[config.mk]
export PLATFORM = sky130hd
export DESIGN_NAME = uart_ch
export DESIGN_NICKNAME = d
export VERILOG_FILES = /design/src/rtl/uart_ch_pkg.sv /design/src/rtl/uart_baud_tick.sv /design/src/rtl/uart_tx_shift.sv /design/src/rtl/uart_rx_sample.sv /design/src/rtl/uart_ch.sv
export SDC_FILE = /design/constraint.sdc
export NUM_CORES = 1
export LEC_CHECK = 0
export BUFFER_PORTS_ARGS = -buffer_cell sky130_fd_sc_hd__buf_2
export CAP_MARGIN = 20
export CORE_AREA = 4 4 107 210
export DETAILED_ROUTE_END_ITERATION = 7
export DIE_AREA = 0 0 111 214
export GPL_ROUTABILITY_DRIVEN = 0
export SLEW_MARGIN = 20
export SYNTH_ARGS = -nofsm -noshare
export SYNTH_HDL_FRONTEND = slang
export SYNTH_SLANG_ARGS = --single-unit
[constraint.sdc]
create_clock -name clk_i -period 4.2 [get_ports clk_i]
set_input_delay 0.42 -clock clk_i [delete_from_list [all_inputs] [get_ports clk_i]]
set_output_delay 0.42 -clock clk_i [all_outputs]
set_load 0.005 [all_outputs]
[src/rtl/uart_ch_pkg.sv]
package uart_ch_pkg;
  localparam int DIV_W = 16;
  localparam logic [3:0] OFF_CFG  = 4'h0;
  localparam logic [3:0] OFF_DIV  = 4'h2;
  localparam logic [3:0] OFF_STAT = 4'h4;
  localparam logic [3:0] OFF_RXD  = 4'h6;
  localparam logic [3:0] OFF_TXD  = 4'h8;

  typedef enum logic [1:0] {
    PAR_NONE = 2'b00,
    PAR_ZERO = 2'b01,
    PAR_ODD  = 2'b10,
    PAR_EVEN = 2'b11
  } par_e;

  typedef struct packed {
    logic pwr;
    logic tx_on;
    logic rx_on;
    logic lsb_first;
    par_e par;
    logic len8;
    logic stop2;
  } cfg_t;

  function automatic logic parity_of(logic [7:0] d, logic len8, par_e par);
    logic ones;
    ones = ^{d[7] & len8, d[6:0]};
    case (par)
      PAR_ODD:  return ~ones;
      PAR_EVEN: return ones;
      default:  return 1'b0;
    endcase
  endfunction
endpackage

[src/rtl/uart_baud_tick.sv]
module uart_baud_tick #(
  parameter int DIV_W = 16
) (
  input  logic             clk_i,
  input  logic             rst_ni,
  input  logic             run_i,
  input  logic             restart_i,
  input  logic [DIV_W-1:0] div_i,
  output logic             tick_o
);
  logic [DIV_W-1:0] cnt_q;

  // one tick per half bit
  assign tick_o = run_i && !restart_i && (cnt_q == div_i - 1'b1);

  always_ff @(posedge clk_i or negedge rst_ni) begin
    if (!rst_ni)                  cnt_q <= '0;
    else if (restart_i || !run_i) cnt_q <= '0;
    else if (tick_o)              cnt_q <= '0;
    else                          cnt_q <= cnt_q + 1'b1;
  end
endmodule

[src/rtl/uart_tx_shift.sv]
module uart_tx_shift
  import uart_ch_pkg::*;
#(
  parameter int FRAME_W = 12
) (
  input  logic       clk_i,
  input  logic       rst_ni,
  input  logic       clr_i,
  input  logic       len8_i,
  input  logic       lsb_i,
  input  logic       stop2_i,
  input  par_e       par_i,
  input  logic       load_i,
  input  logic [7:0] data_i,
  input  logic       tick_i,
  output logic       txd_o,
  output logic       busy_o,
  output logic       done_o
);
  localparam int CNT_W = $clog2(FRAME_W + 1);

  logic [FRAME_W-1:0] shreg_q, frame;
  logic [CNT_W-1:0]   left_q, nbits, dlen;
  logic [7:0]         ord;
  logic               half_q;

  always_comb begin
    dlen = len8_i ? CNT_W'(8) : CNT_W'(7);
    for (int i = 0; i < 8; i++) ord[i] = len8_i ? data_i[7-i] : 1'b0;
    if (!len8_i) for (int i = 0; i < 7; i++) ord[i] = data_i[6-i];
    if (lsb_i) ord = data_i;
    frame    = '1;
    frame[0] = 1'b0;
    for (int i = 0; i < 8; i++)
      if (CNT_W'(i) < dlen) frame[i+1] = ord[i];
    if (par_i != PAR_NONE) frame[dlen + 1'b1] = parity_of(data_i, len8_i, par_i);
    nbits = dlen + CNT_W'(par_i != PAR_NONE) + (stop2_i ? CNT_W'(3) : CNT_W'(2));
  end

  always_ff @(posedge clk_i or negedge rst_ni) begin
    if (!rst_ni) begin
      shreg_q <= '1;
      left_q  <= '0;
      half_q  <= 1'b0;
      busy_o  <= 1'b0;
      done_o  <= 1'b0;
    end else if (clr_i) begin
      shreg_q <= '1;
      left_q  <= '0;
      half_q  <= 1'b0;
      busy_o  <= 1'b0;
      done_o  <= 1'b0;
    end else begin
      done_o <= 1'b0;
      if (load_i && !busy_o) begin
        shreg_q <= frame;
        left_q  <= nbits;
        half_q  <= 1'b0;
        busy_o  <= 1'b1;
      end else if (busy_o && tick_i) begin
        half_q <= ~half_q;
        if (half_q) begin
          shreg_q <= {1'b1, shreg_q[FRAME_W-1:1]};
          left_q  <= left_q - 1'b1;
          if (left_q == CNT_W'(1)) begin
            busy_o <= 1'b0;
            done_o <= 1'b1;
          end
        end
      end
    end
  end

  assign txd_o = shreg_q[0];
endmodule

[src/rtl/uart_rx_sample.sv]
module uart_rx_sample
  import uart_ch_pkg::*;
(
  input  logic       clk_i,
  input  logic       rst_ni,
  input  logic       clr_i,
  input  logic       len8_i,
  input  logic       lsb_i,
  input  par_e       par_i,
  input  logic       rxd_i,
  input  logic       tick_i,
  output logic       restart_o,
  output logic       run_o,
  output logic       valid_o,
  output logic [7:0] data_o,
  output logic       pe_o,
  output logic       fe_o
);
  localparam int CNT_W = 4;
  typedef enum logic [1:0] {RX_IDLE, RX_START, RX_BITS} rx_st_e;

  rx_st_e           st_q;
  logic [CNT_W-1:0] idx_q, dlen, pos;
  logic [7:0]       acc_q;
  logic             half_q, pbit_q, has_par;

  assign has_par   = (par_i != PAR_NONE);
  assign dlen      = len8_i ? CNT_W'(8) : CNT_W'(7);
  assign pos       = lsb_i ? idx_q : (dlen - 1'b1 - idx_q);
  assign restart_o = (st_q == RX_IDLE) && !rxd_i && !clr_i;
  assign run_o     = (st_q != RX_IDLE);

  always_ff @(posedge clk_i or negedge rst_ni) begin
    if (!rst_ni) begin
      st_q <= RX_IDLE; idx_q <= '0; acc_q <= '0; half_q <= 1'b0; pbit_q <= 1'b0;
      valid_o <= 1'b0; data_o <= '0; pe_o <= 1'b0; fe_o <= 1'b0;
    end else if (clr_i) begin
      st_q <= RX_IDLE; idx_q <= '0; half_q <= 1'b0; valid_o <= 1'b0;
    end else begin
      valid_o <= 1'b0;
      case (st_q)
        RX_IDLE: if (!rxd_i) begin
          st_q   <= RX_START;
          acc_q  <= '0;
          pbit_q <= 1'b0;
        end
        RX_START: if (tick_i) begin
          // mid start bit: high again means glitch
          if (rxd_i) st_q <= RX_IDLE;
          else begin
            st_q   <= RX_BITS;
            idx_q  <= '0;
            half_q <= 1'b0;
          end
        end
        default: if (tick_i) begin
          half_q <= ~half_q;
          if (half_q) begin
            idx_q <= idx_q + 1'b1;
            if (idx_q < dlen) acc_q[pos[2:0]] <= rxd_i;
            else if (has_par && idx_q == dlen) pbit_q <= rxd_i;
            else begin
              valid_o <= 1'b1;
              data_o  <= acc_q;
              fe_o    <= ~rxd_i;
              pe_o    <= has_par && (pbit_q != parity_of(acc_q, len8_i, par_i));
              st_q    <= RX_IDLE;
            end
          end
        end
      endcase
    end
  end
endmodule

[src/rtl/uart_ch.sv]
module uart_ch
  import uart_ch_pkg::*;
#(
  parameter int RST_DIV = 16,
  parameter int MIN_DIV = 4,
  parameter int SETTLE  = 2,
  parameter int FRAME_W = 12
) (
  input  logic        clk_i,
  input  logic        rst_ni,
  input  logic        bus_sel_i,
  input  logic        bus_we_i,
  input  logic        bus_half_i,
  input  logic [3:0]  bus_addr_i,
  input  logic [15:0] bus_wdata_i,
  output logic [15:0] bus_rdata_o,
  input  logic        rxd_i,
  output logic        txd_o,
  output logic        tx_irq_o,
  output logic        rx_irq_o
);
  localparam int SET_W = $clog2(SETTLE + 1);

  cfg_t             cfg_q;
  logic [DIV_W-1:0] div_q, div_eff;
  logic [SET_W-1:0] settle_q;
  logic             wr_cfg, wr_div, wr_tx, rd_stat, rd_rx;
  logic             tx_en, rx_en;

  assign wr_cfg  = bus_sel_i &  bus_we_i & (bus_addr_i == OFF_CFG);
  assign wr_div  = bus_sel_i &  bus_we_i & (bus_addr_i == OFF_DIV);
  assign wr_tx   = bus_sel_i &  bus_we_i & (bus_addr_i == OFF_TXD);
  assign rd_stat = bus_sel_i & ~bus_we_i & (bus_addr_i == OFF_STAT);
  assign rd_rx   = bus_sel_i & ~bus_we_i & (bus_addr_i == OFF_RXD);

  assign tx_en   = cfg_q.pwr & cfg_q.tx_on & (settle_q == '0);
  assign rx_en   = cfg_q.pwr & cfg_q.rx_on & (settle_q == '0);
  assign div_eff = (div_q < DIV_W'(MIN_DIV)) ? DIV_W'(MIN_DIV) : div_q;

  always_ff @(posedge clk_i or negedge rst_ni) begin
    if (!rst_ni) begin
      cfg_q    <= cfg_t'(8'h00);
      div_q    <= DIV_W'(RST_DIV);
      settle_q <= '0;
    end else begin
      if (wr_cfg) begin
        cfg_q    <= cfg_t'(bus_wdata_i[7:0]);
        settle_q <= SET_W'(SETTLE);
      end else if (settle_q != '0) begin
        settle_q <= settle_q - 1'b1;
      end
      if (wr_div) begin
        if (bus_half_i) div_q <= bus_wdata_i[DIV_W-1:0];
        else            div_q[7:0] <= bus_wdata_i[7:0];
      end
    end
  end

  // transmit path
  logic       tx_busy, tx_tick, tx_done, tx_launch, tx_ovf_ev, pend_q;
  logic [7:0] hold_q;

  assign tx_launch = pend_q & ~tx_busy & tx_en;
  assign tx_ovf_ev = wr_tx & tx_en & pend_q & ~tx_launch;

  always_ff @(posedge clk_i or negedge rst_ni) begin
    if (!rst_ni) begin
      pend_q <= 1'b0;
      hold_q <= '0;
    end else if (!tx_en) begin
      pend_q <= 1'b0;
    end else if (wr_tx) begin
      if (!(pend_q && !tx_launch)) begin
        hold_q <= bus_wdata_i[7:0];
        pend_q <= 1'b1;
      end
    end else if (tx_launch) begin
      pend_q <= 1'b0;
    end
  end

  uart_baud_tick #(.DIV_W(DIV_W)) u_tx_baud (
    .clk_i, .rst_ni, .run_i(tx_busy), .restart_i(tx_launch),
    .div_i(div_eff), .tick_o(tx_tick)
  );

  uart_tx_shift #(.FRAME_W(FRAME_W)) u_tx (
    .clk_i, .rst_ni, .clr_i(~tx_en),
    .len8_i(cfg_q.len8), .lsb_i(cfg_q.lsb_first), .stop2_i(cfg_q.stop2), .par_i(cfg_q.par),
    .load_i(tx_launch), .data_i(hold_q), .tick_i(tx_tick),
    .txd_o, .busy_o(tx_busy), .done_o(tx_done)
  );

  assign tx_irq_o = tx_done;

  // receive path
  logic [1:0] rxd_s;
  logic       rx_restart, rx_run, rx_tick, rx_valid, rx_pe, rx_fe;
  logic [7:0] rx_char;
  logic [7:0] rx_data_q;
  logic       rx_pe_q, rx_fe_q, rx_full_q, rx_irq_q, ove_ev;

  always_ff @(posedge clk_i or negedge rst_ni) begin
    if (!rst_ni) rxd_s <= 2'b11;
    else         rxd_s <= {rxd_s[0], rxd_i};
  end

  uart_baud_tick #(.DIV_W(DIV_W)) u_rx_baud (
    .clk_i, .rst_ni, .run_i(rx_run), .restart_i(rx_restart),
    .div_i(div_eff), .tick_o(rx_tick)
  );

  uart_rx_sample u_rx (
    .clk_i, .rst_ni, .clr_i(~rx_en),
    .len8_i(cfg_q.len8), .lsb_i(cfg_q.lsb_first), .par_i(cfg_q.par),
    .rxd_i(rxd_s[1]), .tick_i(rx_tick),
    .restart_o(rx_restart), .run_o(rx_run), .valid_o(rx_valid),
    .data_o(rx_char), .pe_o(rx_pe), .fe_o(rx_fe)
  );

  assign ove_ev = rx_valid & rx_full_q & ~rd_rx;

  always_ff @(posedge clk_i or negedge rst_ni) begin
    if (!rst_ni) begin
      rx_data_q <= '0; rx_pe_q <= 1'b0; rx_fe_q <= 1'b0;
      rx_full_q <= 1'b0; rx_irq_q <= 1'b0;
    end else if (!cfg_q.pwr) begin
      rx_data_q <= '0; rx_pe_q <= 1'b0; rx_fe_q <= 1'b0;
      rx_full_q <= 1'b0; rx_irq_q <= 1'b0;
    end else begin
      rx_irq_q <= rx_valid;
      if (rx_valid) begin
        rx_data_q <= rx_char;
        rx_pe_q   <= rx_pe;
        rx_fe_q   <= rx_fe;
        rx_full_q <= 1'b1;
      end else if (rd_rx) begin
        rx_full_q <= 1'b0;
      end
    end
  end

  assign rx_irq_o = rx_irq_q;

  // status: {overflow, parity, framing, overrun}, set wins over read-clear
  logic [3:0] err_q;

  always_ff @(posedge clk_i or negedge rst_ni) begin
    if (!rst_ni)         err_q <= '0;
    else if (!cfg_q.pwr) err_q <= '0;
    else err_q <= (rd_stat ? 4'b0000 : err_q) |
                  {tx_ovf_ev, rx_valid & rx_pe, rx_valid & rx_fe, ove_ev};
  end

  always_comb begin
    bus_rdata_o = '0;
    if (bus_sel_i && !bus_we_i) begin
      case (bus_addr_i)
        OFF_CFG:  bus_rdata_o = {8'h00, cfg_q};
        OFF_DIV:  bus_rdata_o = div_q;
        OFF_STAT: bus_rdata_o = {8'h00, pend_q | tx_busy, 3'b000, err_q};
        OFF_RXD:  bus_rdata_o = bus_half_i ? {6'b0, rx_pe_q, rx_fe_q, rx_data_q}
                                           : {8'h00, rx_data_q};
        default:  bus_rdata_o = '0;
      endcase
    end
  end
endmodule

Yosys cells after proc, flatten, opt, wreduce, memory -nomap -nowiden
Index checks and enable logic that the tools add are counted. W data, S select, Z words.

$add $sub $neg: 11. Multiplexer cells: 113. Eq/ne operators: 31. $lt $le $gt $ge: 14. Bitwise gates (word level): 38. Reductions and logical operators: 47.

Operator list (count): $mux W16 (6); $pmux W16 S4 (1); $mux W12 (5); $mux W1 (58); $mux W8 (7); $mux W4 (12); $add A16 B1 Y16 const B (2); $eq A16 B16 Y1 (2); $and A1 B1 Y1 (22); $mux W2 (10); $ne A3 B1 Y1 const B (6); $reduce_and A6 Y1 (3); $lt A16 B3 Y1 const B (1); $lt A3 B4 Y1 const A (4); $pmux W8 S2 (1); $reduce_bool A2 Y1 (8); $reduce_xor A8 Y1 (2); $sub A16 B1 Y16 const B (1); $logic_and A1 B1 Y1 (14); $not A1 Y1 (14); $bwmux W12 (1); $ne A3 B3 Y1 const B (4); $mux W10 (1); $reduce_and A3 Y1 (3); other kinds (45) (66).

Word-level logic and storage cells: 289. Output and inout bits: 19. Register bits: 131.

Logic depth before layout (Yosys ltp)
Word-level depth: 13. Mapped depth: 17.

Cells and area by module
From an unflattened synthesis, not the netlist that was laid out.

Cell total of the unflattened synthesis: 822. Area, all modules: 8025.2 um2.

By module, submodules not included: uart_ch (cells an instance 225, instances 1, sequential area each 1330.0 um2, area each 2627.5 um2); uart_baud_tick (cells an instance 148, instances 2, sequential area each 400.4 um2, area each 1301.2 um2); uart_rx_sample (cells an instance 170, instances 1, sequential area each 675.6 um2, area each 1636.6 um2); uart_tx_shift (cells an instance 131, instances 1, sequential area each 437.9 um2, area each 1158.6 um2).

Worst setup path after synthesis
OpenSTA, ideal clock, no wires.

Path type: reg2reg. Start: reg div_q[5]. End: reg u_tx_baud.cnt_q[9]. Setup slack: 52 ps. Stages on the path, launching flop included: 18. Period minus slack after synthesis: 4148 ps. Arrival: 4030 ps. Library setup time: 119 ps. Data required time: 4081 ps. Path through: dfrtp_1 > buf_6 > nor3_2 > nand2_1 > clkbuf_1 > o31ai_1 > ha_1 > nand2b_1 > nor4_2 > o21a_1 > xnor2_1 > o2111ai_1 > or4_4 > nor3_1 > nand2b_1 > buf_4 > buf_4 > nor2_1.

Cells in the longest elaborated chain, start to end: 7.

RTL lines: from (decl) (RTL line uart_ch.sv:25) `logic [DIV_W-1:0] div_q, div_eff;`; from (signal assigned) (RTL line uart_ch.sv:43) `div_q <= DIV_W'(RST_DIV);`; from (signal assigned) (RTL line uart_ch.sv:53) `if (bus_half_i) div_q <= bus_wdata_i[DIV_W-1:0];`; from (signal assigned) (RTL line uart_ch.sv:54) `else div_q[7:0] <= bus_wdata_i[7:0];`; $lt A16 B3 Y1 (RTL line uart_ch.sv:38) `assign div_eff = (div_q < DIV_W'(MIN_DIV)) ? DIV_W'(MIN_DIV) : div_q;`; $mux W16 * (RTL line uart_ch.sv:38); $sub A16 B1 Y16 * (RTL line uart_baud_tick.sv:14) `assign tick_o = run_i && !restart_i && (cnt_q == div_i - 1'b1);`; $eq A16 B16 Y1 * (RTL line uart_baud_tick.sv:14); $logic_and A1 B1 Y1 * (RTL line uart_baud_tick.sv:14); $mux W16 * (RTL line uart_baud_tick.sv:19) `else if (tick_o) cnt_q <= '0;`; $mux W16 * (RTL line uart_baud_tick.sv:18) `else if (restart_i || !run_i) cnt_q <= '0;`; to (signal assigned) (RTL line uart_baud_tick.sv:20) `else cnt_q <= cnt_q + 1'b1;`; to (decl) (RTL line uart_baud_tick.sv:11) `logic [DIV_W-1:0] cnt_q;`.

Mark *: on every way between the ends. The rest lies on a longest branch, timed or not. A chain may end at the register's enable or synchronous reset.

Worst setup path in the final report
Start: reg div_q[8]. End: reg u_rx.data_o[0].

Cells in the longest elaborated chain, start to end: 6.

RTL lines: $lt A16 B3 Y1 (RTL line uart_ch.sv:38); $mux W16 * (RTL line uart_ch.sv:38); $sub A16 B1 Y16 * (RTL line uart_baud_tick.sv:14); $eq A16 B16 Y1 * (RTL line uart_baud_tick.sv:14); $logic_and A1 B1 Y1 * (RTL line uart_baud_tick.sv:14); $reduce_and A6 Y1 (no line) *; to (signal assigned) (RTL line uart_rx_sample.sv:64) `data_o <= acc_q;`; to (decl) (RTL line uart_rx_sample.sv:15) `output logic [7:0] data_o,`.

Marked as above.

==> impl_results.rst <==
.. list-table::
   :header-rows: 1

   * - Metric
     - Value
   * - Internal cell power
     - 0.002774 W
   * - Area growth, synth to finish
     - 16.50%
   * - Share of synthesized flip-flops with an asynchronous set or reset
     - 1.000
   * - Clock H-tree levels
     - 4
   * - Element type at the critical path start
     - flop
   * - Post-synthesis share of cell area spent on xor and xnor gates
     - 0.08948
   * - Max Transition Viols Final
     - 0
   * - Total Nets Final
     - 949
   * - Synthesized-area fraction occupied by and/or/nand/nor cells
     - 0.2149
   * - Starting DRT DRC Count
     - 342
   * - WL/cell
     - 21.17 um
   * - Antenna violations before repair
     - 0
   * - Number of iterations in the first detailed-routing pass
     - 5
   * - Adder-cell share of the synthesized area
     - 0.02618
   * - Most common flop cell mapped by yosys
     - sky130_fd_sc_hd__dfrtp_1
   * - Post-CTS Repair Setup Buffers
     - 0
   * - Proportion of netlist area held by the largest area contributor
     - 0.3531
   * - Tightest slew margin relative to the limit
     - 0.4177
   * - VDD IR-drop max
     - 0.2613 mV
   * - Highest achievable clock rate
     - 248.1 MHz
   * - Maximum Capacitance Violations
     - 0
   * - HP Class
     - in -> reg
   * - Post-Synthesis Net Count
     - about 890
   * - Chip Height
     - 214 um
   * - Most used standard cell by instance count after synthesis
     - sky130_fd_sc_hd__dfrtp_1
   * - Pwr Density
     - 429.4 mW/mm^2
   * - Final-report setup violation count
     - 0
   * - Distinct cells, synth
     - 80
   * - Sw Pwr
     - 0.001339 W
   * - Final hold viol count
     - 0
   * - Total clock buffers created by CTS
     - 17
   * - Setup TNS
     - 0 ns
   * - Switching portion of total power
     - 0.3255
   * - Cell type with the largest total area after synthesis
     - sky130_fd_sc_hd__dfrtp_1
   * - Number of synthesized flops with an enable pin
     - 0
   * - Area after detailed placement
     - slightly below 0.009 sq mm
   * - Post-synthesis sequential area ratio
     - 0.3946
   * - CTS clock-pin slew for the worst setup and hold paths
     - 0.06 ns
   * - Clock buffer depth
     - 2
   * - Top cells by area, synth
     - sky130_fd_sc_hd__dfrtp_1, sky130_fd_sc_hd__mux2_2, sky130_fd_sc_hd__xnor2_1
   * - HPWL after detailed placement
     - 19580 um
   * - Global-route wire length before repair
     - 39270 um
   * - Least-Margin Pin Slew
     - 0.8715 ns
   * - Kind of end point of the critical path
     - flop
   * - Maximum fanout along the worst path
     - 10
   * - Synthesis-stage register bit count
     - 129
   * - Drt total wl
     - ~25000 um
   * - Chip width
     - 111 um
   * - Vias after detailed routing
     - 6789
   * - ANT nets after route
     - 0
   * - Final standard cell area without fillers
     - 0.009578 sq mm
   * - Final period utilization
     - 0.9598
   * - Reg power frac
     - 0.337
   * - Largest family of logic cells by synthesized area
     - simple AND/OR/NAND/NOR gates
   * - Most frequent cells after synthesis
     - sky130_fd_sc_hd__dfrtp_1, sky130_fd_sc_hd__nor2_1, sky130_fd_sc_hd__nand2_1
   * - Core ar.
     - between 0.02 and 0.025 sq mm
   * - Clock net sink count
     - 129
   * - Path type of the worst setup path
     - reg -> reg
   * - Number of vias per cell
     - 5.710
   * - Detailed-route DRC error count
     - 0
   * - Clock latency reported for the late side of the worst-skew pair
     - about 0.44 ns
   * - Effective utilization at floorplan
     - 0.3929
   * - Clk pwr share
     - 0.394
   * - Crit path DAT
     - 4.35 ns
   * - Run status
     - completed
   * - Data required time of the worst path
     - 4.52 ns
   * - Sum of overflow across all layers after global routing
     - 0
   * - Share of layout cells above drive strength 1
     - 0.2359
   * - TritonCTS clock tree
     - built
   * - Global Route Usage Sum
     - 0.2151
   * - Share of synthesized area spent on multiplexers
     - 0.1161
   * - Count of buffers from port buffering
     - 44
   * - Yosys Warn Count
     - 0
   * - Clock root cell
     - sky130_fd_sc_hd__clkbuf_16
   * - Power share of the combinational group
     - 0.268
   * - Share of the synthesized area in compound gates (AO/OA/AOI/OAI)
     - 0.1269
   * - Die Outline Area
     - between 0.02 and 0.025 sq mm
   * - Maximum number of pins on one net before global-route repair
     - 65
   * - Number of global-route vias before repair
     - 7055
   * - Post-synthesis average cell area
     - approximately 10 sq um
   * - Count of standard-cell rows
     - 75
   * - Number of diodes
     - 0
   * - Post-synthesis cell count
     - 845
   * - Number of placed I/O pins
     - between 40 and 50
   * - Summed instance area of the synthesized netlist
     - 0.008222 sq mm
   * - Maximum clock skew at final layout
     - about 0.009 ns
   * - Pleak
     - 4.056 nW
   * - Tmin final
     - 4.031 ns
## kinds of logic (layout without fill, tap and decap cells)
kind of cell             count (synthesis)  in the layout
flip-flops                             129            129
AND/OR/NAND/NOR                        322            322
adder cells (fa/ha/maj)                 16             16
XOR/XNOR                                84             84
buffers and inverters                   60            135
multiplexers                            79             79
AO/OA/AOI/OAI                          155            155
## flip-flops by register name (all words and copies together), names as in the netlist, 4 cells and up
signal and cells:
u_tx.shreg_q 10, hold_q 8, rx_data_q 8, u_rx.data_o 8
u_rx.acc_q 8, err_q 4, u_rx.idx_q 4, div_q 16
u_tx.left_q 4, u_tx_baud.cnt_q 16, u_rx_baud.cnt_q 16, cfg_q 8
## routing by layer
| metal | vias up | routed length (um) | global-route usage |
|---|---|---|---|
| met1 | 3304 | 8558 | 0.2034 |
| met2 | 219 | 13630 | 0.4023 |
| met5 | - | 0 | 0 |
| met3 | 109 | 962 | 0.03901 |
| li1 | 3157 | - | - |
| met4 | 0 | 2021 | 0.1607 |
## final timing paths
path	end	depth (start not counted)	from	slack (ns)
max	u_rx.data_o[0]$_DFFE_PN0P_	14	div_q[8]$_DFFE_PN0P_	0.17
min	rxd_s[0]$_DFF_PN1_	1	rxd_i	0.07
max reg2reg	u_rx.data_o[0]$_DFFE_PN0P_	14	div_q[8]$_DFFE_PN0P_	0.17
min reg2reg	rxd_s[1]$_DFF_PN1_	0	rxd_s[0]$_DFF_PN1_	0.36
max in group asynchronous	rxd_s[0]$_DFF_PN1_	3	rst_ni	2.70
min in group asynchronous	div_q[11]$_DFFE_PN0P_	2	rst_ni	0.53
## worst max-delay path, stage by stage, from the launching register on
cell                       delay, ns
sky130_fd_sc_hd__dfrtp_1        0.41
sky130_fd_sc_hd__nor4_4         0.35
sky130_fd_sc_hd__nand2_2        0.16
sky130_fd_sc_hd__o31ai_2        0.28
sky130_fd_sc_hd__ha_1           0.27
sky130_fd_sc_hd__nand2b_1       0.17
sky130_fd_sc_hd__nor4_1         0.31
sky130_fd_sc_hd__o31ai_1        0.18
sky130_fd_sc_hd__xnor2_1        0.29
sky130_fd_sc_hd__nand3b_1       0.16
sky130_fd_sc_hd__nor4_4         0.26
sky130_fd_sc_hd__nand2_2        0.15
sky130_fd_sc_hd__or3_1          0.40
sky130_fd_sc_hd__buf_4          0.21
sky130_fd_sc_hd__mux2_4         0.31
## power groups by stage
stage	registers, W	logic [W]	clock network [W]
final	0.00139	0.00110	0.00162
after global routing	0.00139	0.00119	0.00169
after CTS	0.00138	0.00107	0.00164
after detailed placement	0.00140	0.00107	0
after global placement	0.00140	0.00106	0
after floorplan	0.00137	0.000723	0
## metrics by stage
| stage | util | instances | power (W) | hold slack (ns) | worst slack (ns) |
|---|---|---|---|---|---|
| 3_3_place_gp | 0.4247 | 1156 | 0.002462 | 0.3464 | 0.06066 |
| 2_1_floorplan | - | 845 | 0.002094 | 0.1244 | 0.05161 |
| 6_report | 0.4577 | 1189 | 0.004112 | 0.07147 | 0.1689 |
| 4_1_cts | 0.4558 | 1189 | 0.004098 | 0.06177 | 0.002676 |
| 3_5_place_dp | 0.4247 | 1156 | 0.002471 | 0.3484 | 0.01883 |
| 5_1_grt | 0.4577 | 1189 | 0.004273 | 0.05910 | -0.1232 |
## area by class of cell
type	count	area, sq um
Fill cell	2004	11350
Multi-Input combinational cell	656	4760
Sequential cell	129	3244
Timing Repair Buffer	84	529.3
Clock buffer	21	460.4
Tap cell	269	336.6
Clock inverter	11	176.4
Inverter	19	71.32
## cells in the final DEF, fill, tap and decap left out, types with 19 or more instances in the layout
master | synthesis | final
sky130_fd_sc_hd__dfrtp_1 | 116 | 116
sky130_fd_sc_hd__nor2b_1 | 24 | 24
sky130_fd_sc_hd__xor2_1 | 36 | 36
sky130_fd_sc_hd__nor2_1 | 78 | 78
sky130_fd_sc_hd__nand2_1 | 55 | 54
sky130_fd_sc_hd__a21oi_1 | 34 | 33
sky130_fd_sc_hd__inv_1 | 19 | 19
sky130_fd_sc_hd__nand3_1 | 36 | 36
sky130_fd_sc_hd__mux2i_1 | 20 | 20
sky130_fd_sc_hd__buf_4 | 3 | 39
sky130_fd_sc_hd__xnor2_1 | 48 | 48
sky130_fd_sc_hd__o21ai_0 | 44 | 43
sky130_fd_sc_hd__mux2_2 | 45 | 45
sky130_fd_sc_hd__buf_2 | 2 | 43
## timing repair
action | 4_1_cts | 5_1_grt
gates resized for setup | 1 | 9
setup endpoints to repair | 9 | 51
endpoints found under the hold margin | 20 | 0
hold buffers | 1 | 0
Note: power is estimated with default switching activity, not from simulation.
